## src/rtl/flash_seq_pkg.sv

```systemverilog
package flash_seq_pkg;

  localparam logic [7:0] CMD_READ   = 8'h00;
  localparam logic [7:0] CMD_PSETUP = 8'h40;
  localparam logic [7:0] CMD_PVERIFY = 8'hC0;

  typedef enum logic [2:0] {
    PH_IDLE, PH_SETUP, PH_LOW, PH_HOLD, PH_READ
  } bus_phase_e;

  typedef enum logic [2:0] {
    S_IDLE, S_SETUP, S_PROG, S_VCMD, S_WAIT, S_READ, S_CMP, S_RCMD
  } seq_state_e;

endpackage

```

## src/rtl/flash_bus_phy.sv

```systemverilog
module flash_bus_phy
  import flash_seq_pkg::*;
#(
  parameter int AW      = 17,
  parameter int DW      = 8,
  parameter int T_SETUP = 2,
  parameter int T_WE    = 4,
  parameter int T_HOLD  = 1,
  parameter int T_RD    = 3
) (
  input  logic          clk,
  input  logic          rst_n,
  input  logic          go,
  input  logic          go_wr,
  input  logic [AW-1:0] go_addr,
  input  logic [DW-1:0] go_data,
  output logic          op_done,
  output logic [DW-1:0] rd_data,
  output logic          ce_n,
  output logic          we_n,
  output logic          oe_n,
  output logic [AW-1:0] addr,
  output logic [DW-1:0] dq_o,
  output logic          dq_oe,
  input  logic [DW-1:0] dq_i
);

  localparam int TMAX_A = (T_SETUP > T_WE) ? T_SETUP : T_WE;
  localparam int TMAX_B = (T_HOLD > T_RD) ? T_HOLD : T_RD;
  localparam int TMAX   = (TMAX_A > TMAX_B) ? TMAX_A : TMAX_B;
  localparam int CW     = $clog2(TMAX + 1);

  bus_phase_e    ph_q, ph_d;
  logic [CW-1:0] cnt_q, cnt_d;
  logic [AW-1:0] addr_q;
  logic [DW-1:0] data_q, rd_q;
  logic          ld_en, cap_en;

  always_comb begin
    ph_d  = ph_q;
    cnt_d = cnt_q;
    if (ph_q == PH_IDLE) begin
      if (go) begin
        ph_d  = go_wr ? PH_SETUP : PH_READ;
        cnt_d = go_wr ? CW'(T_SETUP - 1) : CW'(T_RD - 1);
      end
    end else if (cnt_q != '0) begin
      cnt_d = cnt_q - 1'b1;
    end else begin
      unique case (ph_q)
        PH_SETUP: begin ph_d = PH_LOW;  cnt_d = CW'(T_WE - 1);   end
        PH_LOW:   begin ph_d = PH_HOLD; cnt_d = CW'(T_HOLD - 1); end
        default:  begin ph_d = PH_IDLE; cnt_d = '0;              end
      endcase
    end
  end

  assign ld_en   = (ph_q == PH_IDLE) && go;
  assign cap_en  = (ph_q == PH_READ) && (cnt_q == '0);
  assign op_done = ((ph_q == PH_HOLD) || (ph_q == PH_READ)) && (cnt_q == '0);

  always_ff @(posedge clk or negedge rst_n) begin
    if (!rst_n) begin
      ph_q  <= PH_IDLE;
      cnt_q <= '0;
    end else begin
      ph_q  <= ph_d;
      cnt_q <= cnt_d;
    end
  end

  always_ff @(posedge clk or negedge rst_n) begin
    if (!rst_n) begin
      addr_q <= '0;
      data_q <= '0;
    end else if (ld_en) begin
      addr_q <= go_addr;
      data_q <= go_data;
    end
  end

  always_ff @(posedge clk or negedge rst_n) begin
    if (!rst_n)      rd_q <= '0;
    else if (cap_en) rd_q <= dq_i;
  end

  assign ce_n    = (ph_q == PH_IDLE);
  assign we_n    = (ph_q != PH_LOW);
  assign oe_n    = (ph_q != PH_READ);
  assign dq_oe   = (ph_q == PH_SETUP) || (ph_q == PH_LOW) || (ph_q == PH_HOLD);
  assign addr    = addr_q;
  assign dq_o    = data_q;
  assign rd_data = rd_q;

  AST_WE_NEEDS_CE: assert property (@(posedge clk) disable iff (!rst_n)
    !we_n |-> !ce_n);
  AST_BUS_STABLE_WE_LOW: assert property (@(posedge clk) disable iff (!rst_n)
    (!we_n && $past(!we_n)) |-> ($stable(addr) && $stable(dq_o)));
  AST_NO_STROBE_OVERLAP: assert property (@(posedge clk) disable iff (!rst_n)
    !(!we_n && !oe_n));
  AST_BUS_FREE_ON_READ: assert property (@(posedge clk) disable iff (!rst_n)
    !oe_n |-> (!dq_oe && !ce_n));

endmodule

```

## src/rtl/flash_seq_ctrl.sv

```systemverilog
module flash_seq_ctrl
  import flash_seq_pkg::*;
#(
  parameter int AW          = 17,
  parameter int DW          = 8,
  parameter int MAX_TRIES   = 25,
  parameter int VERIFY_WAIT = 750
) (
  input  logic                           clk,
  input  logic                           rst_n,
  input  logic                           start,
  input  logic [AW-1:0]                  start_addr,
  input  logic [DW-1:0]                  start_data,
  output logic                           busy,
  output logic                           done,
  output logic                           pass,
  output logic [$clog2(MAX_TRIES+1)-1:0] attempts,
  output logic                           op_go,
  output logic                           op_wr,
  output logic [AW-1:0]                  op_addr,
  output logic [DW-1:0]                  op_data,
  input  logic                           phy_done,
  input  logic [DW-1:0]                  rd_data
);

  localparam int TW = $clog2(MAX_TRIES + 1);
  localparam int WW = $clog2(VERIFY_WAIT + 1);

  seq_state_e    st_q, st_d;
  logic [TW-1:0] tries_q;
  logic [WW-1:0] wcnt_q, wcnt_d;
  logic [AW-1:0] tgt_addr_q;
  logic [DW-1:0] tgt_data_q;
  logic          launched_q, launched_d;
  logic          pass_q, done_q, done_d;
  logic          tgt_ld, tries_inc, pass_set, is_op;

  always_comb begin
    st_d      = st_q;
    wcnt_d    = wcnt_q;
    tgt_ld    = 1'b0;
    tries_inc = 1'b0;
    pass_set  = 1'b0;
    done_d    = 1'b0;
    unique case (st_q)
      S_IDLE:  if (start) begin st_d = S_SETUP; tgt_ld = 1'b1; end
      S_SETUP: if (phy_done) st_d = S_PROG;
      S_PROG:  if (phy_done) st_d = S_VCMD;
      S_VCMD:  if (phy_done) begin st_d = S_WAIT; wcnt_d = '0; end
      S_WAIT: begin
        if (wcnt_q == WW'(VERIFY_WAIT - 1)) st_d = S_READ;
        else wcnt_d = wcnt_q + 1'b1;
      end
      S_READ:  if (phy_done) st_d = S_CMP;
      S_CMP: begin
        if (rd_data == tgt_data_q) begin
          pass_set = 1'b1;
          st_d     = S_RCMD;
        end else if (tries_q == TW'(MAX_TRIES)) begin
          st_d = S_RCMD;
        end else begin
          tries_inc = 1'b1;
          st_d      = S_SETUP;
        end
      end
      S_RCMD:  if (phy_done) begin st_d = S_IDLE; done_d = 1'b1; end
      default: st_d = S_IDLE;
    endcase
  end

  assign is_op = (st_q == S_SETUP) || (st_q == S_PROG) || (st_q == S_VCMD) ||
                 (st_q == S_READ)  || (st_q == S_RCMD);
  assign op_go = is_op && !launched_q;
  assign launched_d = phy_done ? 1'b0 : (op_go ? 1'b1 : launched_q);

  always_comb begin
    op_wr = (st_q != S_READ);
    unique case (st_q)
      S_SETUP: op_data = DW'(CMD_PSETUP);
      S_PROG:  op_data = tgt_data_q;
      S_VCMD:  op_data = DW'(CMD_PVERIFY);
      default: op_data = DW'(CMD_READ);
    endcase
  end
  assign op_addr = tgt_addr_q;

  always_ff @(posedge clk or negedge rst_n) begin
    if (!rst_n) begin
      st_q       <= S_IDLE;
      wcnt_q     <= '0;
      launched_q <= 1'b0;
      done_q     <= 1'b0;
    end else begin
      st_q       <= st_d;
      wcnt_q     <= wcnt_d;
      launched_q <= launched_d;
      done_q     <= done_d;
    end
  end

  always_ff @(posedge clk or negedge rst_n) begin
    if (!rst_n) begin
      tgt_addr_q <= '0;
      tgt_data_q <= '0;
    end else if (tgt_ld) begin
      tgt_addr_q <= start_addr;
      tgt_data_q <= start_data;
    end
  end

  always_ff @(posedge clk or negedge rst_n) begin
    if (!rst_n) begin
      tries_q <= '0;
      pass_q  <= 1'b0;
    end else begin
      if (tgt_ld)         tries_q <= TW'(1);
      else if (tries_inc) tries_q <= tries_q + 1'b1;
      if (tgt_ld)         pass_q  <= 1'b0;
      else if (pass_set)  pass_q  <= 1'b1;
    end
  end

  assign busy     = (st_q != S_IDLE);
  assign done     = done_q;
  assign pass     = pass_q;
  assign attempts = tries_q;

  AST_TRIES_IN_RANGE: assert property (@(posedge clk) disable iff (!rst_n)
    tries_q <= TW'(MAX_TRIES));
  AST_FAIL_AT_CAP: assert property (@(posedge clk) disable iff (!rst_n)
    (done && !pass) |-> (attempts == TW'(MAX_TRIES)));
  AST_DONE_ONE_CYCLE: assert property (@(posedge clk) disable iff (!rst_n)
    done |=> !done);
  AST_DONE_NOT_BUSY: assert property (@(posedge clk) disable iff (!rst_n)
    done |-> !busy);
  AST_START_IGNORED: assert property (@(posedge clk) disable iff (!rst_n)
    (busy && start) |=> $stable(tgt_addr_q));
  AST_READ_AFTER_WAIT: assert property (@(posedge clk) disable iff (!rst_n)
    $rose(st_q == S_READ) |-> ($past(st_q) == S_WAIT));

endmodule

```

## src/rtl/flash_pgm_seq.sv

```systemverilog
module flash_pgm_seq
  import flash_seq_pkg::*;
#(
  parameter int AW          = 17,
  parameter int DW          = 8,
  parameter int T_SETUP     = 2,
  parameter int T_WE        = 4,
  parameter int T_HOLD      = 1,
  parameter int T_RD        = 3,
  parameter int VERIFY_WAIT = 750,
  parameter int MAX_TRIES   = 25
) (
  input  logic                           clk,
  input  logic                           rst_n,
  input  logic                           start,
  input  logic [AW-1:0]                  start_addr,
  input  logic [DW-1:0]                  start_data,
  output logic                           busy,
  output logic                           done,
  output logic                           pass,
  output logic [$clog2(MAX_TRIES+1)-1:0] attempts,
  output logic                           flash_ce_n,
  output logic                           flash_we_n,
  output logic                           flash_oe_n,
  output logic [AW-1:0]                  flash_addr,
  output logic [DW-1:0]                  flash_dq_o,
  output logic                           flash_dq_oe,
  input  logic [DW-1:0]                  flash_dq_i
);

  logic          rst_meta, rst_sync;
  logic          op_go, op_wr, phy_done;
  logic [AW-1:0] op_addr;
  logic [DW-1:0] op_data, rd_data;

  always_ff @(posedge clk or negedge rst_n) begin
    if (!rst_n) begin
      rst_meta <= 1'b0;
      rst_sync <= 1'b0;
    end else begin
      rst_meta <= 1'b1;
      rst_sync <= rst_meta;
    end
  end

  flash_seq_ctrl #(
    .AW(AW), .DW(DW), .MAX_TRIES(MAX_TRIES), .VERIFY_WAIT(VERIFY_WAIT)
  ) u_ctrl (
    .clk(clk), .rst_n(rst_sync),
    .start(start), .start_addr(start_addr), .start_data(start_data),
    .busy(busy), .done(done), .pass(pass), .attempts(attempts),
    .op_go(op_go), .op_wr(op_wr), .op_addr(op_addr), .op_data(op_data),
    .phy_done(phy_done), .rd_data(rd_data)
  );

  flash_bus_phy #(
    .AW(AW), .DW(DW), .T_SETUP(T_SETUP), .T_WE(T_WE), .T_HOLD(T_HOLD), .T_RD(T_RD)
  ) u_phy (
    .clk(clk), .rst_n(rst_sync),
    .go(op_go), .go_wr(op_wr), .go_addr(op_addr), .go_data(op_data),
    .op_done(phy_done), .rd_data(rd_data),
    .ce_n(flash_ce_n), .we_n(flash_we_n), .oe_n(flash_oe_n),
    .addr(flash_addr), .dq_o(flash_dq_o), .dq_oe(flash_dq_oe), .dq_i(flash_dq_i)
  );

endmodule

```

## config.mk

```make
export PLATFORM = sky130hd
export DESIGN_NAME = flash_pgm_seq
export DESIGN_NICKNAME = d
export VERILOG_FILES = /design/src/rtl/flash_seq_pkg.sv /design/src/rtl/flash_bus_phy.sv /design/src/rtl/flash_seq_ctrl.sv /design/src/rtl/flash_pgm_seq.sv
export SDC_FILE = /design/constraint.sdc
export NUM_CORES = 1
export LEC_CHECK = 0
export ABC_AREA = 0
export ABC_CLOCK_PERIOD_IN_PS = 3000
export BUFFER_PORTS_ARGS = -buffer_cell sky130_fd_sc_hd__buf_2
export CAP_MARGIN = 30
export CORE_UTILIZATION = 40
export DETAILED_ROUTE_END_ITERATION = 8
export PLACE_DENSITY_LB_ADDON = 0.12
export SLEW_MARGIN = 20
export SYNTH_ARGS = -nofsm -noshare
export SYNTH_HDL_FRONTEND = slang
export SYNTH_SLANG_ARGS = --single-unit
```

## constraint.sdc

```tcl
create_clock -name clk -period 3 [get_ports clk]
set_clock_uncertainty 0.05 [all_clocks]
set_input_delay 0.45 -clock clk [delete_from_list [all_inputs] [get_ports clk]]
set_output_delay 0.45 -clock clk [all_outputs]
set_load 0.01 [all_outputs]
```

==> impl_metrics.yaml <==
floorplanning:
  die_h_um: 102
  ioPinCount: 73
  start_util_pct: 41.1
  coreArea_mm2: 0.00973
  rows: 36
  die_area_mm2: 0.0104
  die_w_um: 102
synthesis:
  ys_seq_area_share_pct: 54.4
  avgSynthCellArea_um2: 10.6
  ys_ff_latch: 87
  synth_top_area_share_pct: 54.4
  yosys_warnings: 0
  netlist_area_mm2: 0.00400
  async_reset_ff_share_pct: 100
  synthDistinctLibCells: 46
  synthFlopType: "dfrtp_1"
  ys_top_cells_by_area: "dfrtp_1 (54%), nand2_1 (9.9%), mux2_4 (4.9%)"
  netlist_instances: 377
  yosysTopAreaCell: "dfrtp_1"
  syn_nets: 419
  synth_edf_count: 0
grt:
  antenna_found_initial: 0
  grt_start_max_net_pins: 55
  grt_pass1_vias: 2862
  grt_usage_pct: 18.1
  grt_overflow_total: 0
  grt_pass1_wl_mm: 14.1
hold_path:
  min_to: "u_ctrl.op_addr[13]"
  hp-start: "start_addr[13]"
  holdCritPathClass: "in2reg"
  worstHoldPathCells: 3
final_layout:
  mostFrequentLayoutCell: "nand2_1"
  final_util_pct: 48.5
  diodes: 0
  layout-drive-gt1-share_pct: 27.5
  syn2layout_area_growth_pct: 17.9
  fin_nets: 492
  layout_common_cells: "nand2_1 (106), dfrtp_1 (86), buf_2 (72)"
clock_network:
  h-tree-depth: 3
  cts_tree: "yes"
  post_cts_buffers: 0
  hold_buffers: 1
  cts_buffers: 9
  cts.clk_slew.worst_paths_ns: 0.09
  clkLatencyLatePin_ns: 0.37
  clock_tree.root_cell: "clkbuf_8"
  cts_buffer_depth: 2
  post_cts_resized: 0
  cts.sinks: 87
sta:
  max_freq_mhz: 484
  slew_violations: 0
  finalCritPeriodShare_pct: 68.8
  setup_violations: 0
  relSlewSlack_pct: 43.7
  period_needed_ns: 2.06
  rsz0062_at_grt: "false"
  fin_setup_tns_ns: 0
  worst-slew-pin-transition_ns: 0.837
  finalHoldViolations: 0
place:
  io_buffers: 72
  gp_congestion: 0.762
  hpwl_mm: 5.83
setup_path:
  r2r_slack_ns: 0.94
  crit_path_start_kind: "flip-flop"
  critPathMaxFanout: 19
  cp_common_cell: "nand2_1"
  r2r_cells: 5
  critPathMaxStageDelay_ns: 0.68
  critPathArrivalTime_ns: 2.33
  rr_endpoint: "u_ctrl.tgt_data_q[1]"
  path_delay_family: "simple AND/OR/NAND/NOR gates"
  crit_buf_inv: 1
  slowest_stage: "and2_1"
  worst_ep_required_time_ns: 3.27
  cp_cell_sequence: "nor3_1, and2_1, buf_4, nand2_1, nand2_1"
  crit_type: "reg2reg"
  endpoint_kind: "flip-flop"
  crit-reg2reg-launch: "u_ctrl.st_q[0]"
drt:
  viasPerCell: 4.83
  drt_iter0_markers: 47
  drc: 0
  totalWireLength_mm: 8.50
  antenna_left: 0
  wire_per_inst_um: 14.4
  firstDrtPassIters: 5
  vias: 2841
pwr:
  combPwrFrac_pct: 2.7
  pwr-share-clk_pct: 40.3
  p_leak_nw: 2.45
  switchingPower_w: 0.000472
  p_int_w: 0.00162
  max-vdd-ir-drop_mv: 0.311
  seqPwrFrac_pct: 57.0
  powerDensity_mw_per_mm2: 443
  switching_share_pct: 22.5
run_status:
  status: "complete, no violations"
flow_run:
  maxCapViolCount: 0
power groups by stage:
stage / clock network [W] / registers, W / logic [W]
floorplan: 0 / 0.00122 / 0.0000138
global placement: 0 / 0.00123 / 0.0000389
detailed placement: 0 / 0.00122 / 0.0000583
CTS: 0.000881 / 0.00119 / 0.0000592
global route: 0.000926 / 0.00119 / 0.0000646
finish: 0.000843 / 0.00119 / 0.0000569
how the worst max path moves through the flow:
stage / from / end / slack [ns] / cells past startpoint
floorplan: rst_sync / u_ctrl.attempts[0] / 0.35 / 0
global placement: u_phy.cnt_q[0] / u_phy.rd_data[0] / 0.96 / 5
detailed placement: u_ctrl.st_q[0] / u_ctrl.op_addr[12] / 0.89 / 5
CTS: u_ctrl.st_q[0] / u_ctrl.op_addr[12] / 0.88 / 5
global route: u_ctrl.st_q[0] / u_ctrl.op_addr[12] / 0.72 / 5
finish: u_ctrl.st_q[0] / u_ctrl.tgt_data_q[1] / 0.94 / 5
registers in the layout, summed over array words and instances, names as in the netlist:
name and cells:
rst_meta 1, rst_sync 1, u_ctrl.attempts 5, u_ctrl.done 1, u_ctrl.launched_q 1, u_ctrl.op_addr 17, u_ctrl.pass 1, u_ctrl.st_q 3
u_ctrl.tgt_data_q 8, u_ctrl.wcnt_q 10, u_phy.addr 17, u_phy.cnt_q 3, u_phy.dq_o 8, u_phy.ph_q 3, u_phy.rd_data 8
routing by layer:
| metal | wire length (um) | up-vias | part of all wire, % | global-route usage (%) |
|---|---|---|---|---|
| met2 | 3970 | 50 | 47 | 28.7 |
| met4 | 120 | 0 | 1.4 | 5.93 |
| li1 | - | 1415 | - | - |
| met5 | 0 | - | 0 | 0 |
| met3 | 479 | 10 | 5.6 | 6.77 |
| met1 | 3930 | 1366 | 46 | 23.0 |
worst reg2reg max path, stage by stage (launching register included):
cell,delay (ns)
dfrtp_1,0.57
nor3_1,0.31
and2_1,0.68
buf_4,0.30
nand2_1,0.07
nand2_1,0.05
metrics by stage:
stage               cells  setup slack, ns  hold WS [ns]  total power [W]  area, um^2
finish                588            0.936         0.209          0.00209        4720
global route          588            0.719         0.199          0.00218        4720
CTS                   588            0.884         0.181          0.00213        4720
detailed placement    571            0.885         0.186          0.00127        4510
global placement      570            0.961         0.186          0.00127        4480
floorplan             377            0.347         0.104          0.00123        4000
kinds of logic (layout without fill, tap and decap cells):
| kind of cell | after synthesis | count (layout) | synth area share [%] |
|---|---|---|---|
| AOI/OAI and AO/OA | 45 | 45 | 7.35 |
| xor gates and xnor gates | 14 | 14 | 3.06 |
| adders and majority gates | 6 | 6 | 1.88 |
| buffers and inverters | 26 | 104 | 3.28 |
| DFF | 87 | 87 | 54.4 |
| muxes | 34 | 34 | 10.5 |
| other | 1 | 1 | 0.0937 |
| and+or+nand+nor | 164 | 164 | 19.4 |
cell type report:
type,instances,area [um^2]
Fill cell,974,5010
Clock inverter,4,55.1
Clock buffer,12,145
Tap cell,133,166
Timing Repair Buffer,77,433
Inverter,11,46.3
Multi-Input combinational cell,264,1690
Sequential cell,87,2180
Yosys cell counts (3+ instances only):
| cell type | instances |
|---|---|
| a21oi_1 | 9 |
| a31oi_1 | 5 |
| and3b_1 | 3 |
| buf_2 | 5 |
| buf_6 | 3 |
| clkbuf_1 | 6 |
| dfrtp_1 | 87 |
| ha_1 | 6 |
| inv_1 | 10 |
| mux2_2 | 13 |
| mux2_4 | 13 |
| mux2i_1 | 8 |
| nand2_1 | 106 |
| nand2b_1 | 3 |
| nand3_1 | 7 |
| nand4_1 | 5 |
| nor2_1 | 19 |
| nor2b_1 | 3 |
| o21ai_0 | 15 |
| o31ai_1 | 4 |
| xor2_1 | 14 |
(Power assumes the default switching activity.)
